`config.mk`:
```
export PLATFORM = sky130hd
export DESIGN_NAME = wbc_capture
export DESIGN_NICKNAME = d
export VERILOG_FILES = /design/src/rtl/wbc_pkg.sv /design/src/rtl/wbc_regs.sv /design/src/rtl/wbc_addr.sv /design/src/rtl/wbc_seq.sv /design/src/rtl/wbc_capture.sv
export SDC_FILE = /design/constraint.sdc
export NUM_CORES = 1
export LEC_CHECK = 0
export ABC_AREA = 0
export CAP_MARGIN = 20
export CORE_ASPECT_RATIO = 1.25
export CORE_UTILIZATION = 47
export CTS_CLUSTER_DIAMETER = 150
export DETAILED_ROUTE_END_ITERATION = 8
export GPL_ROUTABILITY_DRIVEN = 0
export PLACE_DENSITY = 0.88
export SLEW_MARGIN = 0
export SYNTH_ARGS = -nofsm -noshare
export SYNTH_HDL_FRONTEND = slang
export SYNTH_HIERARCHICAL = 1
export SYNTH_SLANG_ARGS = --single-unit
```
`constraint.sdc`:
```
create_clock -name clk_i -period 2.39 [get_ports clk_i]
set_input_delay 0.478 -clock clk_i [delete_from_list [all_inputs] [get_ports clk_i]]
set_output_delay 0.478 -clock clk_i [all_outputs]
set_load 0.01 [all_outputs]
```
`src/rtl/wbc_pkg.sv`:
```
package wbc_pkg;
  localparam int REG_AW = 5;

  localparam logic [REG_AW-1:0] OFS_BASE  = 5'h00;
  localparam logic [REG_AW-1:0] OFS_PITCH = 5'h04;
  localparam logic [REG_AW-1:0] OFS_DIM   = 5'h08;
  localparam logic [REG_AW-1:0] OFS_CTRL  = 5'h0C;
  localparam logic [REG_AW-1:0] OFS_PROG  = 5'h10;

  localparam int CB_GO    = 0;
  localparam int CB_BUSY  = 1;
  localparam int CB_EI    = 2;
  localparam int CB_ABORT = 14;
  localparam int CB_VSE   = 15;
  localparam int CB_PD    = 21;

  localparam logic [7:0] ID_MARK = 8'h54;
  localparam logic [1:0] ID_REV  = 2'b01;

  localparam int BASE_ALIGN  = 2;
  localparam int PITCH_ALIGN = 4;

  typedef struct packed {
    logic pd;
    logic vse;
    logic ei;
  } ctrl_t;

  typedef enum logic [1:0] {
    ST_IDLE  = 2'd0,
    ST_LINE  = 2'd1,
    ST_WRITE = 2'd2
  } seq_st_e;
endpackage

```
`src/rtl/wbc_regs.sv`:
```
module wbc_regs
  import wbc_pkg::*;
#(
  parameter int ADDR_W = 32,
  parameter int DIM_W  = 16
) (
  input  logic              clk_i,
  input  logic              rst_ni,
  input  logic              reg_we_i,
  input  logic [REG_AW-1:0] reg_addr_i,
  input  logic [31:0]       reg_wdata_i,
  input  logic              busy_i,
  input  logic [DIM_W-1:0]  progress_i,
  output logic [ADDR_W-1:0] base_o,
  output logic [ADDR_W-1:0] pitch_o,
  output logic [DIM_W-1:0]  width_o,
  output logic [DIM_W-1:0]  height_o,
  output ctrl_t             ctrl_o,
  output logic              launch_o,
  output logic              abort_o,
  output logic              irq_o,
  output logic [31:0]       rdata_o
);
  localparam logic [ADDR_W-1:0] BASE_MASK  = ~ADDR_W'((1 << BASE_ALIGN) - 1);
  localparam logic [ADDR_W-1:0] PITCH_MASK = ~ADDR_W'((1 << PITCH_ALIGN) - 1);

  logic wr_base, wr_pitch, wr_dim, wr_ctrl;
  logic [31:0] ctrl_rd;

  assign wr_base  = reg_we_i && (reg_addr_i == OFS_BASE);
  assign wr_pitch = reg_we_i && (reg_addr_i == OFS_PITCH);
  assign wr_dim   = reg_we_i && (reg_addr_i == OFS_DIM);
  assign wr_ctrl  = reg_we_i && (reg_addr_i == OFS_CTRL);

  always_ff @(posedge clk_i or negedge rst_ni) begin
    if (!rst_ni) begin
      base_o   <= '0;
      pitch_o  <= '0;
      width_o  <= '0;
      height_o <= '0;
      ctrl_o   <= '0;
    end else begin
      // frame geometry frozen while a frame runs
      if (wr_base && !busy_i)  base_o  <= reg_wdata_i[ADDR_W-1:0] & BASE_MASK;
      if (wr_pitch && !busy_i) pitch_o <= reg_wdata_i[ADDR_W-1:0] & PITCH_MASK;
      if (wr_dim && !busy_i) begin
        height_o <= reg_wdata_i[16 +: DIM_W];
        width_o  <= reg_wdata_i[0 +: DIM_W];
      end
      if (wr_ctrl) begin
        ctrl_o.ei  <= reg_wdata_i[CB_EI];
        ctrl_o.vse <= reg_wdata_i[CB_VSE];
        ctrl_o.pd  <= reg_wdata_i[CB_PD];
      end
    end
  end

  assign launch_o = wr_ctrl && reg_wdata_i[CB_GO] && !reg_wdata_i[CB_ABORT] &&
                    !reg_wdata_i[CB_PD] && !busy_i && (height_o != '0);
  assign abort_o  = wr_ctrl && reg_wdata_i[CB_ABORT];
  assign irq_o    = ctrl_o.ei && !busy_i;

  always_comb begin
    ctrl_rd          = '0;
    ctrl_rd[31:24]   = ID_MARK;
    ctrl_rd[23:22]   = ID_REV;
    ctrl_rd[CB_PD]   = ctrl_o.pd;
    ctrl_rd[CB_VSE]  = ctrl_o.vse;
    ctrl_rd[CB_EI]   = ctrl_o.ei;
    ctrl_rd[CB_BUSY] = busy_i;
  end

  always_comb begin
    rdata_o = '0;
    unique case (reg_addr_i)
      OFS_BASE:  rdata_o = 32'(base_o);
      OFS_PITCH: rdata_o = 32'(pitch_o);
      OFS_DIM:   begin
        rdata_o[16 +: DIM_W] = height_o;
        rdata_o[0 +: DIM_W]  = width_o;
      end
      OFS_CTRL:  rdata_o = ctrl_rd;
      OFS_PROG:  rdata_o = 32'(progress_i);
      default:   rdata_o = '0;
    endcase
  end
endmodule

```
`src/rtl/wbc_addr.sv`:
```
module wbc_addr #(
  parameter int ADDR_W = 32
) (
  input  logic              clk_i,
  input  logic              rst_ni,
  input  logic              load_i,
  input  logic              step_i,
  input  logic [ADDR_W-1:0] base_i,
  input  logic [ADDR_W-1:0] pitch_i,
  output logic [ADDR_W-1:0] addr_o
);
  // running sum replaces a line-index multiply
  always_ff @(posedge clk_i or negedge rst_ni) begin
    if (!rst_ni)     addr_o <= '0;
    else if (load_i) addr_o <= base_i;
    else if (step_i) addr_o <= addr_o + pitch_i;
  end
endmodule

```
`src/rtl/wbc_seq.sv`:
```
module wbc_seq
  import wbc_pkg::*;
#(
  parameter int DIM_W  = 16,
  parameter int LINE_W = 64
) (
  input  logic              clk_i,
  input  logic              rst_ni,
  input  logic              launch_i,
  input  logic              abort_i,
  input  logic [DIM_W-1:0]  height_i,
  input  logic              vse_i,
  input  logic              line_valid_i,
  input  logic [LINE_W-1:0] line_data_i,
  output logic              line_ready_o,
  input  logic              wr_ready_i,
  output logic              wr_valid_o,
  output logic [LINE_W-1:0] wr_data_o,
  output logic              step_o,
  output logic              busy_o,
  output logic [DIM_W-1:0]  progress_o,
  output logic              vstart_o
);
  seq_st_e st_q, st_d;
  logic accept, commit, last;

  assign line_ready_o = (st_q == ST_LINE);
  assign wr_valid_o   = (st_q == ST_WRITE);
  assign busy_o       = (st_q != ST_IDLE);
  assign accept       = line_valid_i && line_ready_o;
  assign commit       = wr_valid_o && wr_ready_i && !abort_i;
  assign last         = commit && ((progress_o + DIM_W'(1)) == height_i);
  assign step_o       = commit;

  always_comb begin
    st_d = st_q;
    if (abort_i) st_d = ST_IDLE;
    else begin
      unique case (st_q)
        ST_IDLE:  if (launch_i) st_d = ST_LINE;
        ST_LINE:  if (accept)   st_d = ST_WRITE;
        ST_WRITE: if (commit)   st_d = last ? ST_IDLE : ST_LINE;
        default:  st_d = ST_IDLE;
      endcase
    end
  end

  always_ff @(posedge clk_i or negedge rst_ni) begin
    if (!rst_ni) begin
      st_q       <= ST_IDLE;
      wr_data_o  <= '0;
      progress_o <= '0;
      vstart_o   <= 1'b0;
    end else begin
      st_q     <= st_d;
      vstart_o <= launch_i || (last && vse_i);
      if (launch_i)    progress_o <= '0;
      else if (commit) progress_o <= progress_o + DIM_W'(1);
      if (accept)      wr_data_o  <= line_data_i;
    end
  end
endmodule

```
`src/rtl/wbc_capture.sv`:
```
module wbc_capture
  import wbc_pkg::*;
#(
  parameter int ADDR_W = 32,
  parameter int DIM_W  = 16,
  parameter int LINE_W = 64
) (
  input  logic              clk_i,
  input  logic              rst_ni,
  input  logic              reg_we_i,
  input  logic [4:0]        reg_addr_i,
  input  logic [31:0]       reg_wdata_i,
  output logic [31:0]       reg_rdata_o,
  input  logic              line_valid_i,
  input  logic [LINE_W-1:0] line_data_i,
  output logic              line_ready_o,
  output logic              vstart_o,
  output logic              wr_valid_o,
  output logic [ADDR_W-1:0] wr_addr_o,
  output logic [LINE_W-1:0] wr_data_o,
  input  logic              wr_ready_i,
  output logic              irq_o
);
  logic [ADDR_W-1:0] cfg_base, cfg_pitch;
  logic [DIM_W-1:0]  cfg_width, cfg_height, progress;
  ctrl_t             ctrl;
  logic              launch, abort, busy, step;

  wbc_regs #(.ADDR_W(ADDR_W), .DIM_W(DIM_W)) u_regs (
    .clk_i      (clk_i),
    .rst_ni     (rst_ni),
    .reg_we_i   (reg_we_i),
    .reg_addr_i (reg_addr_i),
    .reg_wdata_i(reg_wdata_i),
    .busy_i     (busy),
    .progress_i (progress),
    .base_o     (cfg_base),
    .pitch_o    (cfg_pitch),
    .width_o    (cfg_width),
    .height_o   (cfg_height),
    .ctrl_o     (ctrl),
    .launch_o   (launch),
    .abort_o    (abort),
    .irq_o      (irq_o),
    .rdata_o    (reg_rdata_o)
  );

  wbc_seq #(.DIM_W(DIM_W), .LINE_W(LINE_W)) u_seq (
    .clk_i       (clk_i),
    .rst_ni      (rst_ni),
    .launch_i    (launch),
    .abort_i     (abort),
    .height_i    (cfg_height),
    .vse_i       (ctrl.vse),
    .line_valid_i(line_valid_i),
    .line_data_i (line_data_i),
    .line_ready_o(line_ready_o),
    .wr_ready_i  (wr_ready_i),
    .wr_valid_o  (wr_valid_o),
    .wr_data_o   (wr_data_o),
    .step_o      (step),
    .busy_o      (busy),
    .progress_o  (progress),
    .vstart_o    (vstart_o)
  );

  wbc_addr #(.ADDR_W(ADDR_W)) u_addr (
    .clk_i  (clk_i),
    .rst_ni (rst_ni),
    .load_i (launch),
    .step_i (step),
    .base_i (cfg_base),
    .pitch_i(cfg_pitch),
    .addr_o (wr_addr_o)
  );
endmodule

```
==> impl_metrics.tcl, run 1 <==
set metrics [dict create \
    seq_area_frac_synth_pct 45.4 \
    hold_viol 0 \
    cp_cell_sequence "ha_4, nand4_1, o31ai_4, a211oi_2, o21ai_2, a31oi_4, o21ai_2, o311ai_2, mux2i_1, a221o_1" \
    top_layer "met4" \
    crit_path_frequent_cell "o21ai_2" \
    p_int_mw 9.66 \
    wl_met1_um 13700 \
    seqPwrFrac_pct 36.2 \
    maxCapViolCount 0 \
    drive_above_1_share_pct 33.4 \
    ys_ff_latch 208 \
    fill_cells 1610 \
    grt_max_degree 58 \
    cts_tree "done" \
    critPathMaxFanout 5 \
    hpwl_um 26300 \
    wire_per_inst_um 22.6 \
    cts_buffers 21 \
    max_stage_delay_ps 440 \
    p_sw_share_pct 32.7 \
    violations "setup timing" \
    vias 10200 \
    firstDrtPassIters 6 \
    drv_slew 0 \
    synth_top_area_share_pct 45.4 \
    fp.dieW_um 142 \
    root_buffer "clkbuf_16" \
    synth_area_mm2 0.0115 \
    cpMaxStageDelayCell "dfrtp_1" \
    max_slew.worst_pin.slew_ps 624 \
    coreArea_mm2 0.0238 \
    viasPerCell 5.95 \
    place_ws_ps -606 \
    leakagePower_nw 7.59 \
    syn_area_per_cell_um2 11.4 \
    overflow 0 \
    areaGrowthSynthToFinish_pct 42.4 \
    path_class "flip-flop to flip-flop" \
    cts.reportedPaths.clkPinSlew_ps 70 \
    fin_hold_ws_ps 503 \
    synth_common_cells "dfrtp_1, mux2_2, nor2_1" \
    powerDensity_mw_per_mm2 878 \
    final_nets 1510 \
    cts_buffer_depth 3 \
    ios 238 \
    grtUsageTotal_pct 30.2 \
    die_h_um 177 \
    setup_viol 11 \
    dieArea_mm2 0.0250 \
    crit_family "compound AO/OA/AOI/OAI gates" \
    synth_edf_count 0 \
    synth_most_common_cell "dfrtp_1" \
    ant_nets 0 \
    drt_wl_total_um 38600 \
    cp_num_buf_inv 0 \
    crit_arrival_ps 2980 \
    period_needed_ps 2590 \
    async_flop_share_pct 100 \
    cp.required_ps 2780 \
    ff_latch_area_mm2 0.00521 \
    p_total_mw 14.3 \
    route.met2.wl_um 18800 \
    drc 0 \
    power_switching_mw 4.69 \
    setup_slack_ps -199 \
    multi_input_area_mm2 0.00625 \
    ys_warn_count 6 \
    power_frac_comb_pct 40.3 \
    drtIter0Drc 850 \
    met3_length_um 3650 \
    rows 63 \
    initial_core_util_pct 48.2 \
    portBuffers 237 \
    synth_top_flop_cell "dfrtp_1" \
    grt_setup_unrepaired "true" \
    yosys-top-cells-area "dfrtp_1, mux2_2, mux2i_1, mux2_4, ha_1" \
    first_global_vias 10400 \
    crit_path_start_kind "flip-flop" \
    max-slew-margin-rel_pct 58.1 \
    min_path_type "flip-flop to flip-flop" \
    clock_sinks 208 \
    grt_pass1_wl_um 57900 \
    finalCritPeriodShare_pct 108 \
    timing.fmax_ghz 0.386 \
    setup.worst_path.end_class "flip-flop" \
    p_clk_share_pct 23.5 \
    htreeDepth 1 \
    outcome "complete, but fails checks" \
    syn_inst 1005 \
    antenna_found_initial 1 \
    clk_latency_ps 510 \
    vdd_drop_max_mv 0.827 \
    synth_cell_types 78 \
    yosys.area.top_type "dfrtp_1" \
    clock-skew-final_ps 16.4 \
]
[area by class of cell]
type                       count  share of cell area, %
multi-input combinational    725                   38.3
tap                          325                   2.49
antenna                        1                 0.0153
inverter                      12                  0.276
timing repair buffer         403                   22.9
clock buffer                  29                   3.65
clock inverter                 6                  0.551
sequential                   208                   31.9
[routing by layer]
metal	global-route usage [%]	vias up
li1	-	4384
met1	34.5	4937
met2	51.7	682
met3	7.41	173
met4	17.2	0
met5	0	-
[through the flow]
step	util, %	instance area, um^2	setup TNS (ps)	instances
floorplan	-	11600	0	1010
global placement	63.9	15200	-44560	1647
detailed placement	63.9	15200	-49820	1647
CTS	67.7	16100	-538	1697
global route	68.6	16300	-1830	1709
finish	68.6	16300	-1070	1709
[power groups by stage]
stage / Combinational (mW) / Clock [mW] / Sequential (mW)
3_5_place_dp: 5.27 / 0 / 5.17
6_report: 5.78 / 3.37 / 5.19
5_1_grt: 6.12 / 3.55 / 5.30
2_1_floorplan: 2.39 / 0 / 5.29
4_1_cts: 5.48 / 3.41 / 5.16
3_3_place_gp: 5.12 / 0 / 5.11
[registers in the layout, summed over array words and instances (netlist names)]
signal	cells
u_seq/wr_data_o	64
u_addr/addr_o	32
u_regs/base_o	30
u_regs/pitch_o	28
u_regs/height_o	16
u_regs/width_o	16
u_seq/progress_o	16
u_regs/ctrl_o	3
u_seq/st_q	2
u_seq/vstart_o	1
[repair_timing]
item / 4_1_cts / 5_1_grt
pin swaps: 21 / 26
endpoints found under the setup margin: 48 / 44
hold endpoints to repair: 53 / 0
buffers inserted: 13 / 10
gates resized for setup: 115 / 46
cloned: 1 / 1
hold buffers: 1 / 0
[logic make-up (layout without fill, tap and decap cells)]
| family | after synthesis | after routing | share of synthesized area (%) |
|---|---|---|---|
| AOI/OAI and AO/OA | 198 | 198 | 11.8 |
| muxes | 212 | 212 | 21.5 |
| adders and majority gates | 33 | 33 | 3.66 |
| DFF | 208 | 208 | 45.4 |
| xor gates and xnor gates | 57 | 57 | 4.35 |
| other | 1 | 7 | 0.0327 |
| buffers and inverters | 77 | 450 | 3.50 |
| and+or+nand+nor | 219 | 219 | 9.83 |
[path summary, 6_finish.rpt]
kind                                                       from                                to  slack, ps  cells past startpoint
worst max register to register    u_regs/pitch_o[8]$_DFFE_PN0P_     u_addr/addr_o[30]$_DFFE_PN0P_       -200                     10
worst max-delay path              u_regs/pitch_o[8]$_DFFE_PN0P_     u_addr/addr_o[30]$_DFFE_PN0P_       -200                     10
max in group asynchronous                                rst_ni  u_seq/progress_o[10]$_DFFE_PN0P_       1160                      3
worst min-delay path            u_seq/wr_data_o[46]$_DFFE_PN0P_   u_seq/wr_data_o[46]$_DFFE_PN0P_        500                      1
worst min register to register  u_seq/wr_data_o[46]$_DFFE_PN0P_   u_seq/wr_data_o[46]$_DFFE_PN0P_        500                      1
min in group asynchronous                                rst_ni   u_seq/wr_data_o[21]$_DFFE_PN0P_        530                      2
[cell usage in the layout (no fill, tap or decap), types with 13 or more instances in the layout]
cell             count
mux2_2             131
a21o_1              16
a221o_1             13
nor2_1              57
buf_12              14
buf_2               15
xor2_1              25
a21oi_1             35
xnor2_1             32
dfrtp_1            201
nand3_1             15
o21ai_0             39
buf_4              146
nand2_1             53
clkbuf_16           22
nand4_1             13
clkdlybuf4s50_1    197
dlygate4sd2_1       19
mux2i_1             49
mux2_4              30
ha_1                21
No activity file was read; power rests on OpenSTA's default activity.
==> run 2, diff against run 1 <==
--- a/constraint.sdc
+++ b/constraint.sdc
@@ -3,2 +3,2 @@
 set_output_delay 0.478 -clock clk_i [all_outputs]
-set_load 0.01 [all_outputs]
+set_load 0.02 [all_outputs]
==> impl_metrics.tcl, run 2 (synthesized netlist as in run 1, its figures left out) <==
set metrics [dict create \
    crit_family "simple AND/OR/NAND/NOR gates" \
    wire_per_inst_um 23.0 \
    min_path_type "flip-flop to flip-flop" \
    cp.required_ps 2770 \
    max_slew.worst_pin.slew_ps 533 \
    grt_setup_unrepaired "true" \
    drv_slew 0 \
    setup_viol 15 \
    drive_above_1_share_pct 36.1 \
    die_h_um 177 \
    vias 10500 \
    firstDrtPassIters 5 \
    grt_max_degree 65 \
    coreArea_mm2 0.0238 \
    ios 238 \
    leakagePower_nw 7.81 \
    dieArea_mm2 0.0250 \
    viasPerCell 6.06 \
    crit_path_start_kind "flip-flop" \
    root_buffer "clkbuf_16" \
    hpwl_um 26700 \
    cts_tree "done" \
    ant_nets 0 \
    htreeDepth 1 \
    clk_latency_ps 510 \
    initial_core_util_pct 48.2 \
    cts_buffer_depth 3 \
    vdd_drop_max_mv 0.838 \
    cpMaxStageDelayCell "dfrtp_2" \
    rows 63 \
    hold_viol 0 \
    violations "setup timing" \
    portBuffers 237 \
    final_cell_mix "dfrtp_1, clkdlybuf4s50_1, buf_4, mux2_2, nor2_1" \
    cp_cell_sequence "ha_4, buf_6, nand4_1, nor2_2, o221a_1, or3_4, buf_4, a21o_4, a21oi_4, xnor2_1, mux2i_1, o21ai_1" \
    grt_pass1_wl_um 59000 \
    max_stage_delay_ps 450 \
    drc 0 \
    fin_hold_ws_ps 504 \
    final_nets 1524 \
    clock-skew-final_ps 16.9 \
    clock_sinks 208 \
    powerDensity_mw_per_mm2 927 \
    timing.fmax_ghz 0.377 \
    cts.reportedPaths.clkPinSlew_ps 70 \
    top_register "u_seq/wr_data_o" \
    path_class "flip-flop to flip-flop" \
    fin_util_pct 70.4 \
    antennaDiodeCount 0 \
    first_global_vias 10900 \
    reg.largest.list "u_seq/wr_data_o (64), u_addr/addr_o (32), u_regs/base_o (30)" \
    grtUsageTotal_pct 30.7 \
    finalCritPeriodShare_pct 111 \
    antenna_found_initial 0 \
    setup.worst_path.end_class "flip-flop" \
    max-slew-margin-rel_pct 64.5 \
    period_needed_ps 2650 \
    mostFrequentLayoutCell "dfrtp_1" \
    outcome "complete, but fails checks" \
    maxCapViolCount 0 \
    crit_arrival_ps 3030 \
    drtIter0Drc 908 \
    setup_slack_ps -263 \
    fill_cells 1514 \
    critPathMaxFanout 7 \
    cts_buffers 22 \
    drt_wl_total_um 39800 \
    largest_reg_flops 64 \
    areaGrowthSynthToFinish_pct 46.0 \
    fp.dieW_um 142 \
    cp_num_buf_inv 2 \
    overflow 0 \
]
==> run 2: changes by cell type in the layout (fill, tap and decap cells not counted), moves of 7 or more <==
cell | previous run | this run
dlygate4sd2_1 | 19 | 8
buf_4 | 146 | 155
o21ai_1 | 9 | 16
o21ai_0 | 39 | 32
buf_6 | 4 | 13
==> run 2: layout make-up <==
type                       count  area (um^2)  share of cell area [%]
multi-input combinational    725         6400                    38.2
sequential                   208         5220                    31.1
clock inverter                10          154                   0.919
timing repair buffer         416         3870                    23.1
inverter                      12         45.0                   0.269
tap                          325          407                    2.43
clock buffer                  30          652                    3.89
==> run 2: timing repair <==
action                                  CTS  global route
hold buffers                              1             0
gates cloned                              2             0
hold endpoints to repair                 56             0
endpoints found under the setup margin   75            52
pin swaps                                27            48
setup buffers                            15            18
resized for setup                       152            70
==> run 2: final timing paths <==
check / startpoint / end / slack [ps] / cells after the start
min in group asynchronous: rst_ni / u_seq/wr_data_o[52]$_DFFE_PN0P_ / 510 / 2
setup reg to reg: u_addr/addr_o[11]$_DFFE_PN0P_ / u_addr/addr_o[15]$_DFFE_PN0P_ / -260 / 12
hold / removal: u_seq/wr_data_o[39]$_DFFE_PN0P_ / u_seq/wr_data_o[39]$_DFFE_PN0P_ / 500 / 1
hold reg to reg: u_seq/wr_data_o[39]$_DFFE_PN0P_ / u_seq/wr_data_o[39]$_DFFE_PN0P_ / 500 / 1
max in group asynchronous: rst_ni / u_regs/pitch_o[12]$_DFFE_PN0P_ / 1200 / 3
setup / recovery: u_addr/addr_o[11]$_DFFE_PN0P_ / u_addr/addr_o[15]$_DFFE_PN0P_ / -260 / 12
==> run 2: through the flow <==
stage                     power, mW  instance area (um^2)  instances  setup slack [ps]  setup TNS [ps]
after floorplan                8.16                 11600       1010             -7.39           -7.39
after global placement         10.7                 15300       1655              -661          -50440
after detailed placement       11.0                 15300       1655              -676          -55030
after CTS                      15.1                 16400       1710              -163            -658
after global routing           16.1                 16800       1726              -333           -3600
final                          15.5                 16800       1726              -263           -2130
==> run 2: power breakdown <==
part           switching (mW)  internal (mW)  total [mW]
Clock                    1.44           2.34        3.78
Combinational            3.12           3.41        6.53
Sequential              0.785           4.44        5.22
Total                    5.34           10.2        15.5
==> run 2: worst reg2reg max path, cell delays in order, from the launching register on <==
cell and delay (ps):
dfrtp_2 450, ha_4 300, buf_6 130, nand4_1 120
nor2_2 60, o221a_1 120, or3_4 400, buf_4 160
a21o_4 200, a21oi_4 130, xnor2_1 100, mux2i_1 220
o21ai_1 130
==> run 2: per-layer routing <==
metal	track usage (%)	wire [um]
met2	52.6	19200
met5	0	0
met3	7.49	4020
met4	19.2	2550
met1	34.1	14000
==> run 3, diff against run 2 <==
Settings changed: CORE_UTILIZATION 47 to 45, PLACE_DENSITY 0.88 to 0.84, SYNTH_HIERARCHICAL 1 to default.
Clock period 2.39 ns to 2.55 ns, I/O delays scaled along.
==> impl_metrics.tcl, run 3 <==
set metrics [dict create \
    synth_top_area_share_pct 48.6 \
    wire_per_inst_um 21.9 \
    crit_path_start_kind "flip-flop" \
    cp_num_buf_inv 1 \
    dp.cells 1542 \
    crit_path_frequent_cell "o211ai_1" \
    path_class "flip-flop to flip-flop" \
    yosys-top-cells-area "dfrtp_1, mux2_2, ha_1, o21ai_0, nor2_1" \
    drt_wl_total_um 34900 \
    die_h_um 174 \
    fp.dieW_um 139 \
    met3_usage_pct 7.46 \
    fin_util_pct 66.8 \
    cts.reportedPaths.clkPinSlew_ps 60 \
    final_cells 1592 \
    synth_most_common_cell "dfrtp_1" \
    design_area_mm2 0.0154 \
    initial_core_util_pct 46.1 \
    yosys.area.top_type "dfrtp_1" \
    setup.worst_path.end_class "flip-flop" \
    r2r_cells 10 \
    synth_cell_types 64 \
    grt_setup_unrepaired "true" \
    areaGrowthSynthToFinish_pct 45.0 \
    hpwl_um 25100 \
    ios 238 \
    drtIter0Drc 555 \
    ant_nets 0 \
    use_met1_pct 32.5 \
    place_ws_ps -704 \
    met2_usage_pct 49.1 \
    clk_latency_ps 520 \
    overflow 0 \
    mostFrequentLayoutCell "dfrtp_1" \
    cts_buffer_depth 3 \
    drive_above_1_share_pct 32.5 \
    final_cell_mix "dfrtp_1, clkdlybuf4s50_1, mux2_2, buf_4, nor2_1" \
    p_total_mw 13.2 \
    largest_reg_flops 64 \
    multi_input_area_mm2 0.00547 \
    final_nets 1425 \
    clock_sinks 206 \
    reg.largest.list "u_seq.wr_data_o (64), u_addr.addr_o (30), u_regs.base_o (30)" \
    violations "setup timing" \
    max_slew.worst_pin.slew_ps 525 \
    clock-skew-final_ps 17.4 \
    ys_warn_count 0 \
    setup_viol 2 \
    root_buffer "clkbuf_16" \
    top_register "u_seq.wr_data_o" \
    grt_pass1_wl_um 54000 \
    min_path_type "input port to async pin" \
    cts_buffers 22 \
    fin_hold_ws_ps 461 \
    max-slew-margin-rel_pct 65.0 \
    max_stage_delay_ps 420 \
    drv_slew 0 \
    crit_cells 10 \
    synth_edf_count 0 \
    synth_common_cells "dfrtp_1, mux2_2, o21ai_0" \
    viasPerCell 5.92 \
    antenna_found_initial 1 \
    drc 0 \
    async_flop_share_pct 100 \
    outcome "complete, but fails checks" \
    setup_slack_ps -135 \
    critPathMaxFanout 5 \
    timing.fmax_ghz 0.373 \
    first_global_vias 10000 \
    htreeDepth 1 \
    maxCapViolCount 0 \
    grtUsageTotal_pct 28.7 \
    ys_ff_latch 206 \
    cpMaxStageDelayCell "dfrtp_1" \
    place_area_mm2 0.0144 \
    ff_latch_area_mm2 0.00516 \
    leakagePower_nw 7.23 \
    fill_cells 1642 \
    vdd_drop_max_mv 0.776 \
    firstDrtPassIters 6 \
    portBuffers 235 \
    synth_area_mm2 0.0106 \
    rows 62 \
    finalCritPeriodShare_pct 105 \
    vias 9420 \
    coreArea_mm2 0.0230 \
    crit_arrival_ps 3060 \
    powerDensity_mw_per_mm2 860 \
    hold_viol 0 \
    seq_area_frac_synth_pct 48.6 \
    setup-tns-final_ps -188 \
    syn_area_per_cell_um2 11.5 \
    antennaDiodeCount 0 \
    syn_inst 925 \
    cp.required_ps 2930 \
    synth_top_flop_cell "dfrtp_1" \
    grt-busiest-layer "met2" \
    cp_cell_sequence "ha_4, o211ai_1, o211ai_1, buf_4, a211oi_4, nor4_4, a31o_2, o2111a_1, o311ai_1, o211ai_1" \
    period_needed_ps 2680 \
    cts_tree "done" \
    dieArea_mm2 0.0242 \
    grt_max_degree 96 \
    crit_family "compound AO/OA/AOI/OAI gates" \
]
## run 3: changes by cell type after synthesis, moves of 6 or more
cell       change
xor2_1         -7
buf_6          -6
and3_1        +10
a22o_1        +11
nand4_1        -9
a22oi_1       +17
xnor2_1       -10
o21ai_0       +13
mux2i_1       -33
mux2_2        +33
mux2_4        -30
nand2_1       -22
a2bb2oi_1     -11
## run 3: worst reg2reg max path, cell delays in order (launching register included)
cell and delay, ps:
dfrtp_1 420, ha_4 260, o211ai_1 340, o211ai_1 130
buf_4 170, a211oi_4 260, nor4_4 80, a31o_2 300
o2111a_1 240, o311ai_1 240, o211ai_1 120
## run 3: area by class of cell
class / count / share of cell area, %
clock inverters: 5 / 0.325
repair buffers: 393 / 23.6
well taps: 288 / 2.34
multi-input cells: 656 / 35.5
clock buffers: 33 / 4.37
inverters: 11 / 0.268
flip-flops and latches: 206 / 33.5
## run 3: worst paths after layout
check / slack [ps] / endpoint / from
worst min register to register: 500 / u_seq.wr_data_o[27]$_DFFE_PN0P_ / u_seq.wr_data_o[27]$_DFFE_PN0P_
worst min-delay path: 460 / u_seq.wr_data_o[29]$_DFFE_PN0P_ / rst_ni
worst max-delay path: -130 / u_addr.addr_o[31]$_DFFE_PN0P_ / u_addr.addr_o[6]$_DFFE_PN0P_
min in group clk_i: 500 / u_seq.wr_data_o[27]$_DFFE_PN0P_ / u_seq.wr_data_o[27]$_DFFE_PN0P_
max in group asynchronous: 1270 / u_regs.height_o[1]$_DFFE_PN0P_ / rst_ni
worst max register to register: -130 / u_addr.addr_o[31]$_DFFE_PN0P_ / u_addr.addr_o[6]$_DFFE_PN0P_
## run 3: routing by layer
metal	up-vias	share of wire (%)
met5	-	0
met4	0	5.7
met3	122	9.6
met2	523	49
met1	4614	36
li1	4161	-
## run 3: kinds of logic (layout without fill, tap and decap cells)
logic type,Yosys count,after routing,synth area share [%]
mux,181,181,19.1
simple gates,176,176,8.26
compound gates,228,228,14.5
flops,206,206,48.6
xor+xnor,40,40,3.30
buf+inv,64,442,2.68
other cells,1,2,0.0353
fa+ha+maj,29,29,3.49
## run 3: power by group
group / switching (mW) / internal (mW) / total (mW) / leakage (nW)
logic: 2.54 / 2.77 / 5.31 / 4.14
clock network: 1.32 / 1.91 / 3.23 / 0.361
registers: 0.612 / 4.08 / 4.69 / 2.72
total: 4.47 / 8.76 / 13.2 / 7.23
## run 3: repair_timing
action / CTS / global route
hold buffers: 1 / 0
gates resized for setup: 126 / 32
endpoints found under the hold margin: 29 / 0
setup buffers: 6 / 6
endpoints found under the setup margin: 55 / 32
pin swaps: 16 / 28
